File: src/rtl/ldst_pkg.sv
package ldst_pkg;
    localparam int WORD_W = 32;
    localparam int LANES  = WORD_W / 8;

    typedef enum logic [1:0] {
        AM_OFFSET = 2'd0,
        AM_PRE    = 2'd1,
        AM_POST   = 2'd2,
        AM_BAD    = 2'd3
    } amode_e;

    typedef enum logic [1:0] {
        SZ_BYTE = 2'd0,
        SZ_HALF = 2'd1,
        SZ_WORD = 2'd2,
        SZ_BAD  = 2'd3
    } asize_e;

    typedef enum logic [1:0] {
        PH_IDLE  = 2'd0,
        PH_BEAT0 = 2'd1,
        PH_BEAT1 = 2'd2,
        PH_FIN   = 2'd3
    } phase_e;
endpackage

File: src/rtl/ldst_agen.sv
module ldst_agen #(
    parameter int AW = 32,
    parameter int OW = 12
) (
    input  logic [AW-1:0] base_i,
    input  logic [OW-1:0] off_i,
    input  logic          sub_i,
    input  logic          post_i,
    output logic [AW-1:0] acc_o,
    output logic [AW-1:0] upd_o
);
    logic [AW-1:0] off_ext;

    generate
        if (OW >= AW) begin : g_trunc
            assign off_ext = off_i[AW-1:0];
        end else begin : g_pad
            localparam int PADW = AW - OW;
            assign off_ext = {{PADW{1'b0}}, off_i};
        end
    endgenerate

    always_comb begin
        upd_o = sub_i ? (base_i - off_ext) : (base_i + off_ext);
        acc_o = post_i ? base_i : upd_o;
    end
endmodule

File: src/rtl/ldst_lanes.sv
module ldst_lanes
    import ldst_pkg::*;
(
    input  logic [1:0]        alo_i,
    input  asize_e            sz_i,
    input  logic [WORD_W-1:0] data_i,
    output logic [LANES-1:0]  be_o,
    output logic [WORD_W-1:0] wdata_o
);
    generate
        for (genvar i = 0; i < LANES; i++) begin : g_lane
            localparam logic [1:0] LID = 2'(i);
            localparam int HSEL = i % 2;
            assign be_o[i] = (sz_i == SZ_BYTE) ? (alo_i == LID) :
                             (sz_i == SZ_HALF) ? (alo_i[1] == LID[1]) : 1'b1;
            assign wdata_o[8*i +: 8] = (sz_i == SZ_BYTE) ? data_i[7:0] :
                                       (sz_i == SZ_HALF) ? data_i[8*HSEL +: 8] :
                                                           data_i[8*i +: 8];
        end
    endgenerate
endmodule

File: src/rtl/ldst_extend.sv
module ldst_extend
    import ldst_pkg::*;
(
    input  logic [WORD_W-1:0] rdata_i,
    input  logic [1:0]        alo_i,
    input  asize_e            sz_i,
    input  logic              sign_i,
    output logic [WORD_W-1:0] res_o
);
    logic [WORD_W-1:0] byte_sh;
    logic [WORD_W-1:0] half_sh;

    always_comb begin
        byte_sh = rdata_i >> {alo_i, 3'b000};
        half_sh = rdata_i >> {alo_i[1], 4'b0000};
        unique case (sz_i)
            SZ_BYTE: res_o = {{(WORD_W-8){sign_i & byte_sh[7]}}, byte_sh[7:0]};
            SZ_HALF: res_o = {{(WORD_W-16){sign_i & half_sh[15]}}, half_sh[15:0]};
            default: res_o = rdata_i;
        endcase
    end
endmodule

File: src/rtl/ldst_unit.sv
module ldst_unit
    import ldst_pkg::*;
#(
    parameter int ADDR_W = 32,
    parameter int OFF_W  = 12
) (
    input  logic              clk,
    input  logic              rst_n,
    input  logic              start,
    input  logic [ADDR_W-1:0] base,
    input  logic [OFF_W-1:0]  offset,
    input  logic              sub,
    input  logic [1:0]        mode,
    input  logic [1:0]        size,
    input  logic              sign,
    input  logic              is_store,
    input  logic              dual,
    input  logic [31:0]       st_data,
    input  logic [31:0]       st_data2,
    output logic              busy,
    output logic              illegal,
    output logic              mem_req,
    output logic              mem_we,
    output logic [ADDR_W-1:0] mem_addr,
    output logic [3:0]        mem_be,
    output logic [31:0]       mem_wdata,
    input  logic [31:0]       mem_rdata,
    output logic              ld_valid,
    output logic              ld_second,
    output logic [31:0]       ld_data,
    output logic              wb_en,
    output logic [ADDR_W-1:0] wb_val
);
    localparam logic [ADDR_W-1:0] BEAT_STEP = ADDR_W'(LANES);

    typedef struct packed {
        phase_e            ph;
        logic [ADDR_W-1:0] acc;
        logic [ADDR_W-1:0] upd;
        logic              do_wb;
        asize_e            sz;
        logic              sgn;
        logic              st;
        logic              du;
        logic [WORD_W-1:0] d0;
        logic [WORD_W-1:0] d1;
        logic              bad;
        logic              rv;
        logic              r2;
        logic [WORD_W-1:0] res;
        logic              wbe;
    } state_t;

    state_t s_d, s_q;

    amode_e            mode_in;
    asize_e            size_in;
    logic              req_bad;
    logic [ADDR_W-1:0] acc_new;
    logic [ADDR_W-1:0] upd_new;
    logic [WORD_W-1:0] beat_data;
    logic [WORD_W-1:0] ext_res;

    assign mode_in = amode_e'(mode);
    assign size_in = asize_e'(size);

    ldst_agen #(.AW(ADDR_W), .OW(OFF_W)) u_agen (
        .base_i (base),
        .off_i  (offset),
        .sub_i  (sub),
        .post_i (mode_in == AM_POST),
        .acc_o  (acc_new),
        .upd_o  (upd_new)
    );

    assign beat_data = (s_q.ph == PH_BEAT1) ? s_q.d1 : s_q.d0;

    ldst_lanes u_lanes (
        .alo_i   (s_q.acc[1:0]),
        .sz_i    (s_q.sz),
        .data_i  (beat_data),
        .be_o    (mem_be),
        .wdata_o (mem_wdata)
    );

    ldst_extend u_ext (
        .rdata_i (mem_rdata),
        .alo_i   (s_q.acc[1:0]),
        .sz_i    (s_q.sz),
        .sign_i  (s_q.sgn),
        .res_o   (ext_res)
    );

    always_comb begin
        req_bad = (mode_in == AM_BAD) ||
                  (!dual && (size_in == SZ_BAD)) ||
                  (!dual && sign && is_store && (size_in != SZ_WORD));
    end

    always_comb begin
        s_d     = s_q;
        s_d.bad = 1'b0;
        s_d.rv  = 1'b0;
        s_d.r2  = 1'b0;
        s_d.wbe = 1'b0;
        unique case (s_q.ph)
            PH_IDLE: begin
                if (start) begin
                    if (req_bad) begin
                        s_d.bad = 1'b1;
                    end else begin
                        s_d.ph    = PH_BEAT0;
                        s_d.acc   = acc_new;
                        s_d.upd   = upd_new;
                        s_d.do_wb = (mode_in == AM_PRE) || (mode_in == AM_POST);
                        s_d.sz    = dual ? SZ_WORD : size_in;
                        s_d.sgn   = sign & ~dual;
                        s_d.st    = is_store;
                        s_d.du    = dual;
                        s_d.d0    = st_data;
                        s_d.d1    = st_data2;
                    end
                end
            end
            PH_BEAT0: begin
                s_d.ph = s_q.du ? PH_BEAT1 : PH_FIN;
            end
            PH_BEAT1: begin
                s_d.ph = PH_FIN;
                if (!s_q.st) begin
                    s_d.rv  = 1'b1;
                    s_d.res = ext_res;
                end
            end
            default: begin
                s_d.ph  = PH_IDLE;
                s_d.wbe = s_q.do_wb;
                if (!s_q.st) begin
                    s_d.rv  = 1'b1;
                    s_d.r2  = s_q.du;
                    s_d.res = ext_res;
                end
            end
        endcase
    end

    always_ff @(posedge clk) begin
        if (!rst_n) begin
            s_q <= '0;
        end else begin
            s_q <= s_d;
        end
    end

    assign busy      = (s_q.ph != PH_IDLE);
    assign illegal   = s_q.bad;
    assign mem_req   = (s_q.ph == PH_BEAT0) || (s_q.ph == PH_BEAT1);
    assign mem_we    = mem_req & s_q.st;
    assign mem_addr  = (s_q.ph == PH_BEAT1) ? (s_q.acc + BEAT_STEP) : s_q.acc;
    assign ld_valid  = s_q.rv;
    assign ld_second = s_q.r2;
    assign ld_data   = s_q.res;
    assign wb_en     = s_q.wbe;
    assign wb_val    = s_q.upd;
endmodule

File: config.mk
export PLATFORM = sky130hd
export DESIGN_NAME = ldst_unit
export DESIGN_NICKNAME = d
export VERILOG_FILES = /design/src/rtl/ldst_pkg.sv /design/src/rtl/ldst_agen.sv /design/src/rtl/ldst_lanes.sv /design/src/rtl/ldst_extend.sv /design/src/rtl/ldst_unit.sv
export SDC_FILE = /design/constraint.sdc
export NUM_CORES = 1
export LEC_CHECK = 0
export BUFFER_PORTS_ARGS = -buffer_cell sky130_fd_sc_hd__buf_2
export CORE_ASPECT_RATIO = 1.75
export CORE_MARGIN = 1.5
export CORE_UTILIZATION = 40
export CTS_CLUSTER_DIAMETER = 80
export DETAILED_ROUTE_END_ITERATION = 8
export HOLD_SLACK_MARGIN = 0.12
export PLACE_DENSITY_LB_ADDON = 0.2
export SYNTH_ARGS = -nofsm -noshare
export SYNTH_HDL_FRONTEND = slang
export SYNTH_HIERARCHICAL = 1
export SYNTH_SLANG_ARGS = --single-unit
File: constraint.sdc
create_clock -name clk -period 4.8 [get_ports clk]
set_clock_uncertainty 0.2 [all_clocks]
set_input_delay 0.48 -clock clk [delete_from_list [all_inputs] [get_ports clk]]
set_output_delay 0.48 -clock clk [all_outputs]
set_load 0.01 [all_outputs]
==> Word level (Yosys, flattened, before mapping) <==
Index checks and enable logic that the tools add are counted.
{ "totals": {"in_bits": 151, "regBits": 172} }
{ "classes": {"n_reduce_logical": 20, "n_mux": 27, "n_bitwise": 10, "n_eq_ne": 13, "n_shift": 2, "addsub": 3} }
{ "ops": {"columns": ["cell", "n"], "rows": [
  ["2-to-1 mux 32 bit", 5],
  ["2-to-1 mux 137 bit", 1],
  ["2-to-1 mux 136 bit", 1],
  ["case mux 32 bit (2 select lines)", 2],
  ["2-to-1 mux 8 bit", 5],
  ["2-to-1 mux 34 bit", 1],
  ["adder 32 x 12 -> 32 bit", 1],
  ["adder 32 x 3 -> 32 bit, second input constant", 1],
  [">> shifter 32 x 5 -> 16 bit", 1],
  [">> shifter 32 x 5 -> 8 bit", 1],
  ["subtractor 32 x 12 -> 32 bit", 1],
  ["== test 2 bit, second input constant", 6],
  ["2-to-1 mux 1 bit", 9],
  ["== test 2 x 1 -> 1 bit, second input constant", 4],
  ["logical NOT 2 bit", 3],
  ["inequality test 2 bit, second input constant", 3],
  ["NOT 1 bit", 6],
  ["case mux 2 bit (3 select lines)", 1],
  ["AND reduction 3 bit", 2],
  ["OR reduction 5 bit", 1],
  ["bitwise AND 1 bit", 4],
  ["logical AND 1 bit", 4],
  ["logical OR 1 bit", 4],
  ["AND reduction 2 bit", 2],
  ["6 further kinds", 6]
]} }

==> Depth between registers and ports, before layout <==
{ "logic_depth": {"ltp_word": 8, "ltp_mapped": 17, "mapped_depth_nobuf": 16} }

==> Hierarchy <==
Netlist, hierarchy kept.
{ "modules_own_cells": {"columns": ["mod", "cells_each", "area_each_um2", "instances", "seq_area_each_um2"], "rows": [
  ["ldst_unit", 955, 8216.6, 1, 3443.3],
  ["ldst_agen", 352, 2517.4, 1, 0.0],
  ["ldst_extend", 93, 706.9, 1, 0.0],
  ["ldst_lanes", 60, 531.8, 1, 0.0]
]} }

==> Worst setup path after synthesis <==
OpenSTA, ideal clock, no wires.
{ "synth_timing": {"path_type": "input to register", "from": "input offset[5]", "to": "register s_q[159] in the netlist's numbering", "setup_ns": 0.126, "t_arrival_ns": 3.469, "slack_ns": 1.005, "path_stages": 16, "n_path_buf": 1, "cell_sequence": "nor4_1 nor4b_2 nor2b_1 ha_1 mux2i_1 ha_1 buf_2 and3_1 a221oi_2 nor2b_1 a311oi_4 o31ai_1 xor2_1 mux2_2 nand2_1 mux2i_1"} }
{ "synth_via": {"elab_chain_len": 3, "elab_cells_between_ends": 4, "classes_between": "2 x add/sub; 2 x mux"} }
{ "synth_lines": {"columns": ["element", "line", "text"], "rows": [
  ["start: declaration", "ldst_unit.sv:11", "input logic [OFF_W-1:0] offset,"],
  ["adder 32 x 12 -> 32 bit / subtractor 32 x 12 -> 32 bit (equally long branches)", "ldst_agen.sv:24", "upd_o = sub_i ? (base_i - off_ext) : (base_i + off_ext);"],
  ["2-to-1 mux 32 bit (*)", "ldst_agen.sv:24", null],
  ["net upd_new[21]", "ldst_unit.sv:60", "logic [ADDR_W-1:0] upd_new;"],
  ["2-to-1 mux 32 bit (*)", "ldst_agen.sv:25", "acc_o = post_i ? base_i : upd_o;"],
  ["net acc_new[21]", "ldst_unit.sv:59", "logic [ADDR_W-1:0] acc_new;"],
  ["end signal: assignment", "ldst_unit.sv:149", "s_q <= '0;"],
  ["end signal: assignment", "ldst_unit.sv:151", "s_q <= s_d;"],
  ["end: declaration", "ldst_unit.sv:54", "state_t s_d, s_q;"]
]} }
The timed path passes the listed nets; every way through them passes the cells marked *.
A chain may end at the register's enable or synchronous reset.

==> Worst setup path in the final report <==
{ "layout_timing": {"from": "input offset[3]", "to": "register s_q[163] in the netlist's numbering"} }
The elaborated chain is that of the path after synthesis.

==> flow_summary_export.csv <==
group,metric,value,unit
route,route.met3.wl,1560,um
floorplan,die_x,134,um
floorplan,pin_count,290,
yosys,syn_avg_cell_area,8.20,um2
placed_design,gp_congestion,0.966,
power,ir_worst_vdd,0.254,mV
final_layout,final_nets,1881,
clock_tree,htree_levels,4,
placed_design,place_area,13100,um2
final_layout,final_cell_area,14300,um2
sta,setup_viol,0,
yosys,yosysWarnings,6,
sta,finalHoldViolCount,0,
clock_tree,insertion_delay,0.46,ns
yosys,synth_fa_ha_area_share,4.45,%
yosys,ys_types,76,
route,finalWirelength,38400,um
global_routing,grt_max_degree,101,
setup_path,cp_slowest_cell,"a311oi_4",
power,power.total,5.64,mW
min_path,holdCritPathClass,"input pin to flip-flop",
floorplan,rows,83,
sta,relSlewSlack,28.1,%
route,viasPerCell,5.24,
final_layout,final_util,48.7,%
yosys,syn_inst,1460,
yosys,synth_xor_area_share,4.90,%
setup_path,worstPathArrival,4.18,ns
power,p_leak,6.26,nW
placed_design,dp_hpwl,29100,um
sta,fin_crit_sh,84.7,%
setup_path,crit_chain,"buf_2 -> nor4_1 -> nand2_1 -> o21bai_1 -> o21ai_0 -> xnor2_1 -> ha_1 -> a21o_1 -> a221oi_2 -> nor2b_1 -> a311oi_4 -> o21ai_1 -> xor2_1 -> mux2_2 -> nand2_1 -> mux2i_1",
final_layout,syn_to_final_growth,19.6,%
setup_path,crit_path_frequent_cell,"nand2_1",
clock_tree,postCtsResizedCells,0,
sta,fmax,246,MHz
yosys,synth-seq-cells,172,
final_layout,fillCellCount,2884,
final_layout,drive_gt1_share,27.8,%
sta,slew_viol_final,0,
sta,whs,0.134,ns
global_routing,grt_usage,24.4,%
route,met2_wirelength,20400,um
clock_tree,tritoncts,"done",
clock_tree,cts_max_path_buffers,2,
min_path,worstHoldPathCells,3,
route,firstDrtPassIters,5,
floorplan,fp.dieArea,31000,um2
route,vias,10900,
floorplan,die_y,232,um
placed_design,io_buffers,289,
route,ant_nets,0,
setup_path,cp.buffers_inverters,1,
clock_tree,cts.sinks,172,
sta,worst_pin_slew,1.08,ns
floorplan,coreArea,29400,um2
yosys,synth-compound-area-share,12.0,%
route,drt_iter0_drc,627,
clock_tree,clk_pin_slew_worst_paths,0.07,ns
setup_path,critical_path_peak_fanout,8,
yosys,async_reset_ff_share,0,%
power,p_per_area,394,nW/um2
final_layout,seqCellArea,3440,um2
clock_tree,hold_buffers,67,
clock_tree,numCtsBuffers,17,
yosys,seq_area_frac_synth,28.8,%
clock_tree,cts-root-buf,"clkbuf_16",
setup_path,cp_top_family,"compound AO/OA/AOI/OAI gates",
setup_path,cpPeakStageDelay,0.47,ns
job,drv_cap,0,
yosys,synth-main-ff-cell,"dfxtp_1",
route,top_layer_used,"met5",
floorplan,start_util,40.7,%
clock_tree,postCtsSetupRepairBufs,0,
global_routing,grt_antenna_before_repair,4,
global_routing,grt_pass1_wl,58200,um
yosys,synth_area,12000,um2
sta,tns,0,ns
status,outcome,"finished clean",
route,drc,0,
setup_path,crit_path_end_kind,"flip-flop",
yosys,synth_simple_gate_area_share,20.2,%
yosys,syn_nets,1653,
sta,rsz0062_at_grt,"false",
setup_path,cp_num_cells,16,
route,wl_met1,14000,um
setup_path,critical_path.startpoint_type,"input pin",
setup_path,criticalPathCategory,"input pin to flip-flop",
global_routing,grt_overflow,0,
setup_path,worstPathRequired,4.91,ns
route,avgRoutedWirePerCell,18.4,um
setup_path,worstRegToRegCells,5,
sta,period_needed,4.07,ns
final_layout,multi_input_area,7450,um2
yosys,synthMuxAreaShare,20.5,%
global_routing,grt_pass1_vias,10900,
yosys,synth_top_family_by_area,"multiplexers",
yosys,synth-edff-count,0,
## kinds of logic after synthesis
family / count (synthesis)
AND/OR/NAND/NOR: 547
multiplexers: 234
AO/OA/AOI/OAI: 208
buffers and inverters: 190
flip-flops: 172
XOR/XNOR: 67
adder cells (fa/ha/maj): 42
## flip-flops by register name, summed over array words and instances, names as in the netlist
register,count
wb_en,1
ld_second,1
s_q,104
ld_data,32
illegal,1
ld_valid,1
wb_val,32
## metal layers
metal  vias to the layer above  global-route usage, %
met1                      5080                   24.3
met2                       347                   46.0
met3                        99                   3.99
met5                         -                      0
li1                       5384                      -
met4                         4                   16.2
## final cells by class
cell class,instances,area share (%)
clock inverter,12,0.953
sequential,172,24.1
inverter,26,0.682
timing repair buffer,373,15.8
antenna,2,0.0350
multi-input combinational,1098,52.0
clock buffer,19,3.09
tap,382,3.34
## worst register-to-register path, delay by kind of cell (launching register included)
kind	cells	cell delay, ns
DFF	1	0.98
and+or+nand+nor	3	0.96
AOI/OAI and AO/OA	2	0.40
## power breakdown
part           switching [mW]  internal [mW]  total [mW]
combinational            1.33          0.992        2.32
clock                   0.630          0.784        1.41
sequential              0.226           1.68        1.91
total                    2.18           3.46        5.64
## metrics by stage
stage,setup WS [ns],cells
floorplan,1.00,1460
global route,0.336,2084
CTS,0.733,2082
global placement,0.317,1984
detailed placement,0.276,1984
finish,0.734,2084
## cells in the mapped netlist, types with 5 or more instances
cell type | count | share of area, %
nand2_1 | 400 | 13
dfxtp_1 | 172 | 29
mux2i_1 | 154 | 13
mux2_2 | 78 | 7.3
buf_4 | 75 | 4.7
a21oi_1 | 73 | 3.1
clkbuf_1 | 53 | 1.7
xnor2_1 | 46 | 3.4
ha_1 | 41 | 4.3
nor2_1 | 38 | 1.2
o21ai_0 | 27 | 1.1
inv_1 | 24 | 0.75
buf_2 | 23 | 0.96
xor2_1 | 21 | 1.5
nand4_1 | 19 | 0.99
o21ai_2 | 18 | 1.3
nand3_1 | 17 | 0.71
a21o_1 | 13 | 0.82
nor3_1 | 11 | 0.46
a221o_1 | 8 | 0.67
a22o_1 | 8 | 0.59
buf_6 | 8 | 0.75
nand2b_1 | 8 | 0.42
nor2b_1 | 8 | 0.42
o221a_2 | 8 | 0.75
o21bai_1 | 7 | 0.44
and4_1 | 6 | 0.44
o21a_1 | 6 | 0.38
o31ai_1 | 5 | 0.31
## worst paths after layout
kind / startpoint / slack [ns] / end
setup reg to reg: s_q[139]$_SDFFE_PN0P_ / 2.12 / ld_data[5]$_SDFFE_PN0P_
setup / recovery: offset[3] / 0.73 / s_q[163]$_SDFFE_PN0P_
hold / removal: sign / 0.13 / s_q[102]$_SDFFE_PN0P_
hold reg to reg: ld_data[20]$_SDFFE_PN0P_ / 0.25 / ld_data[20]$_SDFFE_PN0P_
## placed cells by master (no fill, tap or decap), types with 4 or more instances in the layout
| cell type | instances |
|---|---|
| and4_1 | 6 |
| inv_1 | 24 |
| o21ai_2 | 18 |
| dfxtp_1 | 171 |
| a221o_1 | 8 |
| mux2_2 | 78 |
| and3_1 | 4 |
| nand4_1 | 19 |
| nand2b_1 | 8 |
| inv_6 | 4 |
| o21a_1 | 6 |
| nand3b_1 | 4 |
| a211oi_1 | 4 |
| mux2i_1 | 154 |
| buf_4 | 16 |
| o31ai_1 | 5 |
| a21o_1 | 13 |
| xnor2_1 | 46 |
| xor2_1 | 21 |
| nand2_1 | 400 |
| nor2b_1 | 8 |
| dlygate4sd3_1 | 67 |
| o221a_2 | 8 |
| a22o_1 | 8 |
| nor3_2 | 4 |
| nor3_1 | 9 |
| buf_2 | 288 |
| nor2_1 | 38 |
| ha_1 | 40 |
| o21bai_1 | 7 |
| a21oi_1 | 73 |
| nor4_1 | 4 |
| o21ai_0 | 27 |
| nand3_1 | 17 |
| nor4_2 | 4 |
| clkbuf_16 | 17 |
Power figures use the tool's default switching activity.
